### src/rtl/sm3x_pkg.sv
package sm3x_pkg;

    localparam int LANE_W = 32;
    localparam int LANES  = 4;
    localparam int VEC_W  = LANE_W * LANES;

    // rotation amounts of the two expansion steps
    localparam int P1_ROT_M = 17;
    localparam int P1_MIX_A = 17;
    localparam int P1_MIX_B = 9;
    localparam int P2_ROT_M = 25;
    localparam int P2_MIX_A = 17;
    localparam int P2_MIX_B = 2;
    localparam int P2_MIX_C = 26;

    typedef logic [LANE_W-1:0] lane_t;

    typedef enum logic {
        OP_PART1 = 1'b0,
        OP_PART2 = 1'b1
    } op_e;

    typedef enum logic {
        ST_IDLE  = 1'b0,
        ST_VALID = 1'b1
    } st_e;

    function automatic lane_t ror(lane_t x, int k);
        ror = (x >> k) | (x << (LANE_W - k));
    endfunction

    function automatic lane_t p1_mix(lane_t x);
        p1_mix = x ^ ror(x, P1_MIX_A) ^ ror(x, P1_MIX_B);
    endfunction

endpackage

### src/rtl/sm3x_part1.sv
module sm3x_part1
    import sm3x_pkg::*;
(
    input  logic [VEC_W-1:0] d,
    input  logic [VEC_W-1:0] n,
    input  logic [VEC_W-1:0] m,
    output logic [VEC_W-1:0] r
);

    localparam int LAST = LANES - 1;

    lane_t lane_r [LANES];

    // lanes that take their rotated term from the next m lane
    for (genvar i = 0; i < LAST; i++) begin : g_lane
        lane_t t;
        always_comb begin
            t         = d[i*LANE_W +: LANE_W] ^ n[i*LANE_W +: LANE_W]
                      ^ ror(m[(i+1)*LANE_W +: LANE_W], P1_ROT_M);
            lane_r[i] = p1_mix(t);
        end
    end

    // the top lane chains on the freshly computed lane 0
    lane_t t_last;
    always_comb begin
        t_last       = d[LAST*LANE_W +: LANE_W] ^ n[LAST*LANE_W +: LANE_W]
                     ^ ror(lane_r[0], P1_ROT_M);
        lane_r[LAST] = p1_mix(t_last);
    end

    for (genvar i = 0; i < LANES; i++) begin : g_pack
        assign r[i*LANE_W +: LANE_W] = lane_r[i];
    end

endmodule

### src/rtl/sm3x_part2.sv
module sm3x_part2
    import sm3x_pkg::*;
(
    input  logic [VEC_W-1:0] d,
    input  logic [VEC_W-1:0] n,
    input  logic [VEC_W-1:0] m,
    output logic [VEC_W-1:0] r
);

    localparam int LAST = LANES - 1;

    lane_t base [LANES];
    lane_t t0;
    lane_t fold;

    for (genvar i = 0; i < LANES; i++) begin : g_base
        assign base[i] = d[i*LANE_W +: LANE_W] ^ n[i*LANE_W +: LANE_W]
                       ^ ror(m[i*LANE_W +: LANE_W], P2_ROT_M);
    end

    // lane-0 intermediate, independent of d
    assign t0   = n[LANE_W-1:0] ^ ror(m[LANE_W-1:0], P2_ROT_M);
    assign fold = ror(t0, P2_MIX_A) ^ ror(t0, P2_MIX_B) ^ ror(t0, P2_MIX_C);

    for (genvar i = 0; i < LANES; i++) begin : g_pack
        if (i == LAST) begin : g_top
            assign r[i*LANE_W +: LANE_W] = base[i] ^ fold;
        end else begin : g_plain
            assign r[i*LANE_W +: LANE_W] = base[i];
        end
    end

endmodule

### src/rtl/sm3x_ctrl.sv
module sm3x_ctrl
    import sm3x_pkg::*;
(
    input  logic             clk,
    input  logic             rst,
    input  logic             in_valid,
    input  logic             in_op,
    input  logic [VEC_W-1:0] part1_res,
    input  logic [VEC_W-1:0] part2_res,
    output logic             out_valid,
    output logic [VEC_W-1:0] out_result
);

    st_e              state_q;
    st_e              state_d;
    logic [VEC_W-1:0] res_q;

    always_comb begin
        state_d = state_q;
        unique case (state_q)
            ST_IDLE:  state_d = in_valid ? ST_VALID : ST_IDLE;
            ST_VALID: state_d = in_valid ? ST_VALID : ST_IDLE;
            default:  state_d = ST_IDLE;
        endcase
    end

    // state register
    always_ff @(posedge clk) begin
        if (rst) begin
            state_q <= ST_IDLE;
        end else begin
            state_q <= state_d;
        end
    end

    // output register
    always_ff @(posedge clk) begin
        if (rst) begin
            res_q <= '0;
        end else if (in_valid) begin
            unique case (op_e'(in_op))
                OP_PART1: res_q <= part1_res;
                OP_PART2: res_q <= part2_res;
                default:  res_q <= part1_res;
            endcase
        end
    end

    assign out_valid  = (state_q == ST_VALID);
    assign out_result = res_q;

endmodule

### src/rtl/sm3_msg_expand.sv
module sm3_msg_expand
    import sm3x_pkg::*;
(
    input  logic             clk,
    input  logic             rst,
    input  logic             in_valid,
    input  logic             in_op,
    input  logic [VEC_W-1:0] in_d,
    input  logic [VEC_W-1:0] in_n,
    input  logic [VEC_W-1:0] in_m,
    output logic             out_valid,
    output logic [VEC_W-1:0] out_result
);

    logic [VEC_W-1:0] part1_res;
    logic [VEC_W-1:0] part2_res;

    sm3x_part1 u_part1 (
        .d (in_d),
        .n (in_n),
        .m (in_m),
        .r (part1_res)
    );

    sm3x_part2 u_part2 (
        .d (in_d),
        .n (in_n),
        .m (in_m),
        .r (part2_res)
    );

    sm3x_ctrl u_ctrl (
        .clk        (clk),
        .rst        (rst),
        .in_valid   (in_valid),
        .in_op      (in_op),
        .part1_res  (part1_res),
        .part2_res  (part2_res),
        .out_valid  (out_valid),
        .out_result (out_result)
    );

endmodule

### config.mk
export PLATFORM = sky130hd
export DESIGN_NAME = sm3_msg_expand
export DESIGN_NICKNAME = d
export VERILOG_FILES = /design/src/rtl/sm3x_pkg.sv /design/src/rtl/sm3x_part1.sv /design/src/rtl/sm3x_part2.sv /design/src/rtl/sm3x_ctrl.sv /design/src/rtl/sm3_msg_expand.sv
export SDC_FILE = /design/constraint.sdc
export NUM_CORES = 1
export LEC_CHECK = 0
export CAP_MARGIN = 10
export CELL_PAD_IN_SITES_DETAIL_PLACEMENT = 0
export CELL_PAD_IN_SITES_GLOBAL_PLACEMENT = 1
export CORE_MARGIN = 3
export CORE_UTILIZATION = 35
export CTS_BUF_LIST = sky130_fd_sc_hd__clkbuf_4 sky130_fd_sc_hd__clkbuf_8
export DETAILED_ROUTE_END_ITERATION = 16
export DONT_BUFFER_PORTS = 1
export PLACE_DENSITY = 0.68
export SYNTH_ARGS = -nofsm -noshare
export SYNTH_HDL_FRONTEND = slang
export SYNTH_SLANG_ARGS = --single-unit
export TNS_END_PERCENT = 1
### constraint.sdc
create_clock -name clk -period 2.68 [get_ports clk]
set_input_delay 0.402 -clock clk [delete_from_list [all_inputs] [get_ports clk]]
set_output_delay 0.402 -clock clk [all_outputs]
set_load 0.05 [all_outputs]
==> impl_summary.md, run 1 <==
Status
The flow ran to the end, and the final reports show no timing, DRC or antenna violations.

Floorplan
The die is 204 um wide. The number of rows in the core area is 71. The effective utilization at floorplan is 0.359. The top-level I/O count is between 500 and 600. The floorplan step defined a die boundary enclosing approximately 42000 um2. The die height is 204 um.

The area of the core is 38100 um2.

Critical path
Along the worst path, the maximum fanout reaches 3. The worst path arrival time is 2.58 ns. STA classifies the critical path endpoint as a flop. Among the stages of the critical path, the cell type that occurs most often is xnor3_1. The nature of the critical path startpoint is a primary input.

Among all stages on the critical path, the largest delay is contributed by xnor3_1. Among cell families on the critical path, the largest total delay comes from XOR/XNOR gates. Counting both buffers and inverters, the worst setup path holds a total of 0. The signal on the critical path passes through xnor3_1, xnor3_1, xnor2_2, xnor3_1, or2_1, a311oi_1. STA puts the critical path data required time at a little over 3 ns. The category of the most critical setup path is primary input to flop. The highest cell delay on the worst timing path is 0.57 ns.

GRT
For this run, the total global-route usage over all layers was measured as 0.287. The overflow left after global routing is 0. The maximum number of pins on one net before global-route repair is 236. For this run, global-route usage on met3 was measured as 0.115. met2 is the most crowded layer. For met1 alone, demand over resource in global routing was 0.353. The first global-routing pass estimated 82.7 mm of wire.

The number of global-route vias before repair is 10300. For met2 alone, demand over resource in global routing was 0.464. The number of antenna violations at the first check in global routing is 0.

Synthesis
The post-synthesis instance total is between 1000 and 1500. Sorting the synthesized cells by area gives the leading types as xnor2_1 30%, dfxtp_1 19%, xnor3_1 17%. The number of distinct standard cells referenced by the synthesized netlist is 23. The flop and latch count out of synthesis is between 100 and 150.

The largest area contributor in the netlist is xnor2_1. The share of synthesized area in the top cell type comes to 0.301. The average cell area after synthesis is roughly 9.7 um2.

After synthesis the cells add up to 13700 um2. Of the synthesized area, sequential elements account for 0.189. The number of nets in the synthesized netlist is 1795. For this run, the number of Yosys warnings is 0.

Cells and area
In the layout the commonest cells are 471 x xnor2_1, 132 x nand2_1, 131 x nor2_1. The number of antenna diodes in the final layout is 0. Counting the fill cells in the layout gives around 3800. The signed area change from the synthesized netlist to the final layout is 8.41%. The final standard cell area without fillers is 14900 um2. In the final layout, the share of cells above drive strength 1 is 0.0663. The net count reported at finish is 1793. The most frequent standard cell in the layout excluding fill and tap cells is xnor2_1.

Route
In the routed layout, each cell is associated on average with a via count of 5.34. The detailed router finished its first iteration with about 840 violations. The sum of routed wire length over all layers is ~60 mm. After detailed routing, the number of remaining DRC violations is 0. Detailed routing inserted a total of a little over 10000 vias. Before antenna repair, the detailed router went through 5 iterations.

The count of nets left with antenna violations once routing finished came out at 0. The routed wire length per instance is 32.0 um.

Run
The tool flagged a number of max-cap violations equal to 0.

Clocking
The clock transition time at the flip-flop clock pins of the worst setup and hold paths is about 0.090 ns. The post-cts resize count is 0. The worst-case clock buffer depth is 2.

The H-tree generated during clock tree synthesis spans 4 levels. The later pin in the worst-skew pair is clocked with a latency of a little under 0.5 ns. CTS saw 129 sinks. The tree is rooted in a clkbuf_8.

In this run, CTS created clock tree buffers numbering 17. The TritonCTS clock tree is built.

STA
The number of endpoints failing setup at the final stage is 0. Setup repair after global routing left no endpoint under its margin. The sum of negative setup slack is 0 ns. Once routing completed, OpenROAD measured the worst setup slack at about 0.51 ns. The number of endpoints with negative hold slack in the final report is 0. The actual transition at the worst max-transition pin is 0.994 ns. The largest clock skew in the final design is 0 ns.

Timing would allow up to 460 MHz. The max-slew violation count is 0. For the finished layout, the period the worst path requires is 2.17 ns. The final worst-path cycle share is 0.811.

The relative max-transition margin is 0.336.

Placed design
The global placement routability congestion is approximately 0.92. The half-perimeter wire length after placement is 51.1 mm. The pre-CTS setup slack is between 0.02 and 0.025 ns. The placement-stage cell area is roughly 14000 um2. The number of buffers inserted by port buffering is 0.

Power and ir drop
Dividing total power by cell area gives a power density of between 700 and 800 nW/um2. The leakage component of the power is between 5 and 6 nW. The largest vdd supply drop is 331 uV.

Min path
The tightest min-delay check is of the primary input to flop type.
[sequential cells by signal (all words and copies together) (netlist names)]
signal and cells:
u_ctrl.out_result 128, u_ctrl.out_valid 1
[power breakdown]
group / leakage, nW / switching (mW) / internal [mW] / total [mW]
clock: 0.180 / 0.950 / 0.819 / 1.77
sequential: 1.07 / 1.32 / 2.19 / 3.51
combinational: 4.69 / 2.78 / 3.71 / 6.49
[worst paths after layout]
| check | from | slack [ns] | depth (start not counted) | endpoint |
|---|---|---|---|---|
| max | in_m[52] | 0.51 | 6 | u_ctrl.out_result[105] |
| min | in_valid | 0.10 | 2 | u_ctrl.out_result[64] |
| max reg2reg | u_ctrl.out_result[108] | 1.44 | 2 | u_ctrl.out_result[108] |
| min reg2reg | u_ctrl.out_result[30] | 0.74 | 2 | u_ctrl.out_result[30] |
[synthesized netlist by cell type]
library cell	instances
inv_1	1
xnor2_2	7
xnor3_1	104
o211ai_1	64
xor3_2	5
a311oi_1	30
xnor2_1	471
dfxtp_1	129
a21oi_1	28
o21ai_0	71
nor3_1	1
mux2i_1	4
or2_1	7
xor2_2	3
nor2_1	131
clkinv_1	1
clkbuf_1	63
o22ai_1	5
a211oi_1	31
xor3_1	35
buf_1	6
xor2_1	78
nand2_1	132
[metal layers]
metal  part of all wire  wire length (um)
met5                  0                 0
met4              0.031              1930
met3               0.11              6890
met2               0.46             28300
met1               0.40             24600
[cells by family (layout without fill, tap and decap cells)]
logic type / Yosys count / after routing / share of synthesized area
XOR/XNOR: 703 / 703 / 0.604
multiplexers: 4 / 4 / 0.00292
AND/OR/NAND/NOR: 271 / 271 / 0.0756
buffers and inverters: 71 / 82 / 0.0195
AO/OA/AOI/OAI: 229 / 229 / 0.110
flip-flops: 129 / 129 / 0.189
[stage by stage]
| stage | utilization | power, mW | hold slack, ns | cells |
|---|---|---|---|---|
| 3_3_place_gp | 0.378 | 9.93 | 0.502 | 1895 |
| 3_5_place_dp | 0.378 | 9.93 | 0.506 | 1895 |
| 6_report | 0.390 | 11.8 | 0.104 | 1929 |
| 5_1_grt | 0.390 | 12.4 | 0.0702 | 1929 |
| 4_1_cts | 0.390 | 11.8 | 0.0186 | 1929 |
| 2_1_floorplan | - | 8.57 | 0.626 | 1407 |
[repair_timing]
item                      4_1_cts  5_1_grt
hold buffers                    2        0
buffers inserted                0        0
hold endpoints to repair      122        0
[area by class of cell]
class | instances | area (um2) | share of cell area
Clock buffer | 21 | 283 | 0.0190
Clock inverter | 11 | 106 | 0.00716
Inverter | 2 | 7.51 | 0.000506
Multi-Input combinational cell | 1207 | 10800 | 0.731
Sequential cell | 129 | 2580 | 0.174
Tap cell | 511 | 639 | 0.0431
Timing Repair Buffer | 48 | 383 | 0.0258
No activity file was read; power rests on OpenSTA's default activity.
==> run 2, diff against run 1 <==
--- a/config.mk
+++ b/config.mk
@@ -5,6 +5,7 @@
 export SDC_FILE = /design/constraint.sdc
 export NUM_CORES = 1
 export LEC_CHECK = 0
+export ABC_AREA = 1
 export CAP_MARGIN = 10
 export CELL_PAD_IN_SITES_DETAIL_PLACEMENT = 0
 export CELL_PAD_IN_SITES_GLOBAL_PLACEMENT = 1
@@ -13,7 +14,7 @@
 export CTS_BUF_LIST = sky130_fd_sc_hd__clkbuf_4 sky130_fd_sc_hd__clkbuf_8
 export DETAILED_ROUTE_END_ITERATION = 16
 export DONT_BUFFER_PORTS = 1
-export PLACE_DENSITY = 0.68
+export PLACE_DENSITY = 0.73
 export SYNTH_ARGS = -nofsm -noshare
 export SYNTH_HDL_FRONTEND = slang
 export SYNTH_SLANG_ARGS = --single-unit
==> constraint.sdc (replaced) <==
create_clock -name clk -period 2.2 [get_ports clk]
set_input_delay 0.33 -clock clk [delete_from_list [all_inputs] [get_ports clk]]
set_output_delay 0.33 -clock clk [all_outputs]
set_load 0.05 [all_outputs]
==> run 2 against run 1 <==
Compared with the run above:
- clock skew unchanged
- worst hold slack got worse by 0.073 ns
- sequential share of layout area decreased by 1.6 points
- total power increased by 4.3%
- synthesized cell count increased by 63%
- core utilization increased by 0.92 points
- critical path depth increased by 6
- via count increased by 52%
- critical path type unchanged
- critical endpoint is now u_ctrl.out_result[22]
- largest cell class unchanged
==> impl_summary.md, run 2 <==
Synthesis
The number of warnings reported in the yosys synthesis log is 0. The post-synthesis async set-or-reset flop share is 0. The synthesized netlist net count is 2681. The post-synthesis instance total is 2293. The primary flip-flop cell chosen by synthesis mapping is dfxtp_1. The number of distinct standard cells referenced by the synthesized netlist is 32.

The biggest area contributor in the post-synthesis netlist is dfxtp_1. The most repeated cell in the gate-level netlist after synthesis is nand2_1. Ranked by total cell area, the synthesized netlist is headed by dfxtp_1 18%, nand2_1 17%, xnor2_1 14%. The cell area that synthesis handed to floorplanning was 14600 um2.

Counting flops with a built-in enable in the synthesized netlist gives 0. The flop and latch count out of synthesis is 129. The sequential area share after synthesis is 0.177.

Averaged over all synthesized cells, the footprint is 6.38 um2. The commonest cells after synthesis are 661 x nand2_1, 287 x nand3_1, 240 x xnor2_1, 236 x xor2_1, 167 x inv_1. The area share of the largest cell type after synthesis is 0.177.

Critical path
STA puts the critical path data required time at ~2.7 ns. The highest net fanout along the worst path is 4. The worst path arrival time is 2.24 ns.

The startpoint identified for the worst register-to-register timing path is u_ctrl.out_result[45]. The critical path is of the primary input to flop type. STA classifies the critical path endpoint as a flop.

The nature of the critical path startpoint is a primary input. The first element of the critical path is in_n[31].

Route
In the routed layout, each cell is associated on average with a via count of ~5.4. The count of TritonRoute iterations in the first routing pass is 5. The via count of the routed design is 15700. The total DRC errors in the routed layout is 0. Summed over all layers, the routed wires come to approximately 70 mm.

The starting DRC count in detailed routing is approximately 1400. The post-detailed-route count of antenna-violating nets is 0. The routed wire length per instance is 24.4 um.

Placed design
The number of buffers inserted by port buffering is 0. Routability-driven placement finished with a final weighted congestion of 0.914. The placement-stage cell area is 15600 um2. At the placement stage, the worst setup path has a slack of around 0.066 ns. Detailed placement finished with a half-perimeter wire length of 55.6 mm.

GRT
The combined global-route utilization of all metal layers is 0.305. In this run the most used layer during global routing was met2. For met3 alone, demand over resource in global routing was 0.0720. Entering global routing, the biggest net connects 133 pins.

In the global route stage, met1 resource usage came out at 0.387. The wire length of the first global-routing pass is 99.4 mm. The met2 usage in global routing is 0.504. The number of antenna violations at the first check in global routing was 0. The overflow left after global routing is 0. The number of global-route vias before repair is ~15000.

STA
Summed over all failing endpoints, the final setup total negative slack is 0 ns. The actual transition at the worst max-transition pin is 1.30 ns. The final period demand of the worst path is ~1.8 ns.

The upper clock frequency limit is 560 MHz. The largest clock skew in the final design is 0 ns. Setup repair after global routing left no endpoint under its margin. The slack of the critical path is 0.414 ns. The relative max-transition margin is 0.134. The number of endpoints failing setup at the final stage is 0. In the finished design, the share of the clock period the worst path needs comes to 0.812. The number of endpoints with negative hold slack in the final report is 0.

The max-slew violation count is 0.

Status
The flow ran to the end, and the final reports show no timing, DRC or antenna violations.

Cells and area
The final standard cell area without fillers is 16400 um2. From synthesis to final layout, the design area changed by 12.1%. In the layout the commonest cells are 661 x nand2_1, 287 x nand3_1, 240 x xnor2_1.

The register with the most flip-flops in the layout has 128 of them. The share of cells above drive strength 1 is 0.116. Leaving out fill and tap cells, the most frequent cell in the layout is nand2_1. The antenna diode count is 0. The filler cell count is between 4000 and 5000.

The final layout contains roughly 2700 nets.

Power and ir drop
VDD sags by at most 374 uV. The leakage component of the power is 7.58 nW. The power per cell area is 749 nW/um2.

Clocking
Clock-pin slew was measured on the worst setup and hold paths at approximately 0.090 ns. TritonCTS created 17 clock buffers. The clock latency on the worst-skew pair is 0.52 ns.

In this run the deepest clock path goes through 2 buffers. The number of post-CTS setup repair buffers is 0. The root buffer cell chosen for the clock tree is clkbuf_8.

Clock tree synthesis found a total of 129 sinks. Once the clock tree was built, the resizer swapped 0 gates to a different size. The number of H-tree levels is 4.

TritonCTS built the clock tree.

Run
Across the run, the number of max-cap violations was 0.

Floorplan
The number of rows in the core area is 74. Pin placement for this block handled 517 I/O pins. Measured along the x axis, the die boundary spans 210 um. The effective utilization at floorplan is 0.356.

The die covers between 40000 and 50000 um2. The area of the core is 41100 um2. The die height is between 200 and 250 um.

Min path
The class of the tightest hold or removal check is primary input to flop. The worst hold path begins at in_m[84].
-- run 2: cell types whose count changed in the layout (fill, tap and decap cells not counted), sizes merged, moves of 59 or more --
cell	delta
inv	+189
xnor2	-235
xor2	+165
o21ai	+59
a21oi	+78
xnor3	-104
nand2	+595
nor2	-110
nand3	+292
-- run 2: stage by stage --
| step | utilization | hold WS, ns | power (mW) | instances |
|---|---|---|---|---|
| finish | 0.399 | 0.0311 | 12.3 | 2881 |
| global placement | 0.380 | 0.407 | 9.10 | 2832 |
| detailed placement | 0.380 | 0.410 | 9.18 | 2832 |
| CTS | 0.399 | 0.000803 | 12.2 | 2881 |
| global route | 0.399 | 0.0153 | 13.0 | 2881 |
| floorplan | - | 0.542 | 7.67 | 2293 |
-- run 2: area by class of cell --
| type | count | area, um2 | area share |
|---|---|---|---|
| multi-input combinational | 1905 | 11100 | 0.674 |
| sequential | 129 | 2580 | 0.157 |
| timing repair buffer | 93 | 836 | 0.0510 |
| inverter | 190 | 721 | 0.0440 |
| tap | 532 | 666 | 0.0406 |
| clock inverter | 13 | 279 | 0.0170 |
| clock buffer | 19 | 262 | 0.0159 |
-- run 2: path summary, 6_finish.rpt --
| path | cells past startpoint | end | slack [ns] |
|---|---|---|---|
| worst max-delay path | 12 | u_ctrl.out_result[22] | 0.41 |
| worst min-delay path | 3 | u_ctrl.out_result[91] | 0.03 |
| worst max register to register | 2 | u_ctrl.out_result[45] | 1.08 |
| worst min register to register | 2 | u_ctrl.out_result[31] | 0.55 |
-- run 2: repair_timing --
| action | CTS | global route |
|---|---|---|
| hold buffers | 17 | 0 |
| hold endpoints to repair | 102 | 0 |
| endpoints found under the setup margin | 0 | 0 |
-- run 2: power breakdown --
group | total [mW] | leakage [nW] | switching, mW | internal [mW]
registers | 3.70 | 1.07 | 1.12 | 2.59
clock network | 2.93 | 0.255 | 1.18 | 1.75
logic | 5.64 | 6.25 | 3.54 | 2.10
total | 12.3 | 7.58 | 5.83 | 6.44
-- run 2: logic make-up after synthesis --
group	synth area share
AND/OR/NAND/NOR	0.328
XOR/XNOR	0.302
AO/OA/AOI/OAI	0.125
buffers and inverters	0.0682
flip-flops	0.177
-- run 2: metal layers --
layer | vias to the layer above | wire length [um]
met5 | - | 0
met4 | 0 | 2890
met3 | 106 | 5770
met2 | 722 | 32500
met1 | 7368 | 29300
li1 | 7491 | -
-- run 2: critical path, stage by stage --
cell	delay, ns
xor2_1	0.35
nand2_1	0.10
nand2_1	0.13
buf_12	0.14
inv_2	0.07
nand2_1	0.08
nand2_1	0.08
buf_4	0.14
nand2_1	0.06
o211ai_1	0.07
dlygate4sd3_1	0.57
a21oi_1	0.11
==> run 3, diff against run 2 <==
--- a/config.mk
+++ b/config.mk
@@ -14,7 +14,7 @@
 export CTS_BUF_LIST = sky130_fd_sc_hd__clkbuf_4 sky130_fd_sc_hd__clkbuf_8
 export DETAILED_ROUTE_END_ITERATION = 16
 export DONT_BUFFER_PORTS = 1
-export PLACE_DENSITY = 0.73
+export PLACE_DENSITY = 0.76
 export SYNTH_ARGS = -nofsm -noshare
 export SYNTH_HDL_FRONTEND = slang
 export SYNTH_SLANG_ARGS = --single-unit
==> constraint.sdc (replaced) <==
create_clock -name clk -period 1.5 [get_ports clk]
set_input_delay 0.225 -clock clk [delete_from_list [all_inputs] [get_ports clk]]
set_output_delay 0.225 -clock clk [all_outputs]
set_load 0.05 [all_outputs]
==> run 3 against run 2 <==
Compared with the run above:
- die area is the same
- total power rose by 58%
- sequential share of layout area shrank 3.3 points
- sequential power is 9.7% higher
- core utilization up 11 points
- worst hold slack lost 0.021 ns
==> impl_summary.md, run 3 (synthesized netlist as in run 2, its figures left out) <==
GRT
The number of antenna violations at the first check in global routing is 0. The maximum number of pins on one net before global-route repair is 206. After global routing, the most crowded layer is met2. The first global-routing pass estimated 101 mm of wire. The number of global-route vias before repair is 16700.

For this run, global-route usage on met3 was measured as 0.0518. The met2 usage in global routing is 0.510. Summed over all layers, the global routing overflow is 0. In the global route stage, met1 resource usage came out at 0.369. The combined global-route utilization of all metal layers is 0.302.

STA
The final period demand of the worst path is 1.45 ns. The upper clock frequency limit is 688 MHz. The relative max-transition margin is 0.576. The sum of negative setup slack is 0 ns.

The largest clock skew in the final design is 0 ns. Setup repair after global routing could not meet its margin everywhere. The worst slack on hold paths is between 0.01 and 0.015 ns. Setup violations remaining at the end of the flow were counted as 0. In the post-route analysis, the smallest setup slack over all paths is 0.0464 ns. The actual transition at the worst max-transition pin is 0.632 ns. The final worst-path cycle share is 0.969. The max-slew violation count is 0.

The number of endpoints with negative hold slack in the final report is 0.

Route
Before antenna repair, the detailed router went through 6 iterations. In the final routed layout, each cell accounts on average for 21.4 um. For this block, the routed nets add up to just over 70 mm of wire.

The vias per cell is ~5.2. The post-detailed-route count of antenna-violating nets is 0. The starting DRC count in detailed routing is 1395.

The via count of the routed design is 17600. The total DRC errors in the routed layout is 0.

Clocking
The clock latency on the worst-skew pair is ~0.50 ns. The cell at the root of the clock tree is clkbuf_8. The worst-case clock buffer depth is 2. The clock transition time at the flip-flop clock pins of the worst setup and hold paths is 0.10 ns. The TritonCTS clock tree is built. The H-tree was split into 4 levels. The number of clock sinks is 129. TritonCTS created 17 clock buffers.

Cells and area
The share of cells above drive strength 1 is 0.267. The signed area change from the synthesized netlist to the final layout is 42.1%. The flip-flop count of the largest register, all copies and words added is 128.

At the end of the flow, the number of nets in the layout was ~3200. The most frequent standard cell in the layout excluding fill and tap cells is nand2_1. Leaving out fill and tap cells, the most frequent cells in the layout are 653 x nand2_1, 466 x buf_4, 285 x nand3_1. 0 antenna diodes ended up in the layout.

The final standard cell count with taps included and fillers excluded is 3358.

Critical path
The capturing element type of the critical path is a flop. The nature of the critical path startpoint is a primary input. At the worst endpoint, the required time is 1.95 ns. In this run the worst path has a maximum fanout of 3. The category of the most critical setup path is primary input to flop. The worst path arrival time is 1.90 ns.

Placed design
Timing analysis after detailed placement gives a worst setup slack of -0.391 ns. The global placement routability congestion is about 0.91. Summed over all nets, the half-perimeter wirelength after detailed placement is 56.1 mm. The number of placed cells counting well taps is 3230. Buffers placed on the I/O ports in this run total 0.

Power and ir drop
In this run the power density over the cells is 931 nW/um2. The net load switching power is ~9.0 mW. The share of total power dissipated in combinational logic is 0.619. Of the total power, the clock network draws 0.171. The switching power share of the total is 0.466. The analysis attributes to cell leakage a power of 10.2 nW. Total power for the finished layout comes to approximately 19 mW. The share of total power dissipated in sequential elements is 0.210.

The largest vdd supply drop is 529 uV. The total internal power is 10.3 mW.

Floorplan
The die is 210 um wide. The effective utilization at floorplan is 0.356. The full die area is approximately 44000 um2.

The area of the core is 41100 um2. The die height is 210 um. 517 I/O pins were placed.

The number of rows in the core area is 74.

Min path
The class of the tightest hold or removal check is primary input to flop.

Status
The flow ran to the end, and the final reports show no timing, DRC or antenna violations.

Run
The number of violations of the max-capacitance limit is 0.
[run 3: timing repair]
| action | 4_1_cts | 5_1_grt |
|---|---|---|
| setup buffers | 0 | 4 |
| hold buffers | 72 | 22 |
| endpoints found under the hold margin | 129 | 35 |
| gates resized for setup | 0 | 102 |
| setup endpoints to repair | 0 | 50 |
[run 3: worst paths after layout]
check                              from                     to  slack, ns  depth (start not counted)
setup reg to reg  u_ctrl.out_result[56]  u_ctrl.out_result[56]       0.07                          4
hold reg to reg    u_ctrl.out_result[7]   u_ctrl.out_result[7]       0.47                          2
hold / removal                 in_m[77]  u_ctrl.out_result[84]       0.01                          3
setup / recovery               in_n[34]  u_ctrl.out_result[49]       0.05                          9
[run 3: through the flow]
| stage | area [um2] | utilization |
|---|---|---|
| after floorplan | 14600 | - |
| after global placement | 18700 | 0.455 |
| after detailed placement | 18700 | 0.455 |
| after CTS | 19800 | 0.483 |
| after global routing | 20800 | 0.506 |
| final | 20800 | 0.506 |
[run 3: power groups by stage]
stage | registers [mW] | clock network, mW | logic [mW]
3_3_place_gp | 4.13 | 0 | 11.0
5_1_grt | 4.10 | 3.47 | 12.9
2_1_floorplan | 5.32 | 0 | 5.93
6_report | 4.06 | 3.31 | 12.0
4_1_cts | 4.06 | 3.36 | 11.5
3_5_place_dp | 4.14 | 0 | 11.1
[run 3: final cells by class]
type / instances / area [um2]
sequential: 129 / 2580
clock inverter: 14 / 154
multi-input combinational: 1905 / 11700
tap: 532 / 666
fill: 4151 / 20300
clock buffer: 17 / 234
timing repair buffer: 571 / 4730
inverter: 190 / 723
[run 3: layer usage]
metal | vias to the layer above | part of all wire
met5 | - | 0
met4 | 0 | 0.057
met3 | 139 | 0.073
met2 | 795 | 0.46
met1 | 8248 | 0.41
li1 | 8440 | -
[run 3: critical path, stage by stage]
cell	delay [ns]
xnor2_1	0.13
buf_4	0.18
xor2_4	0.19
buf_4	0.15
xnor2_1	0.13
xnor2_1	0.14
nand2_1	0.06
a31oi_1	0.13
dlygate4sd3_1	0.57
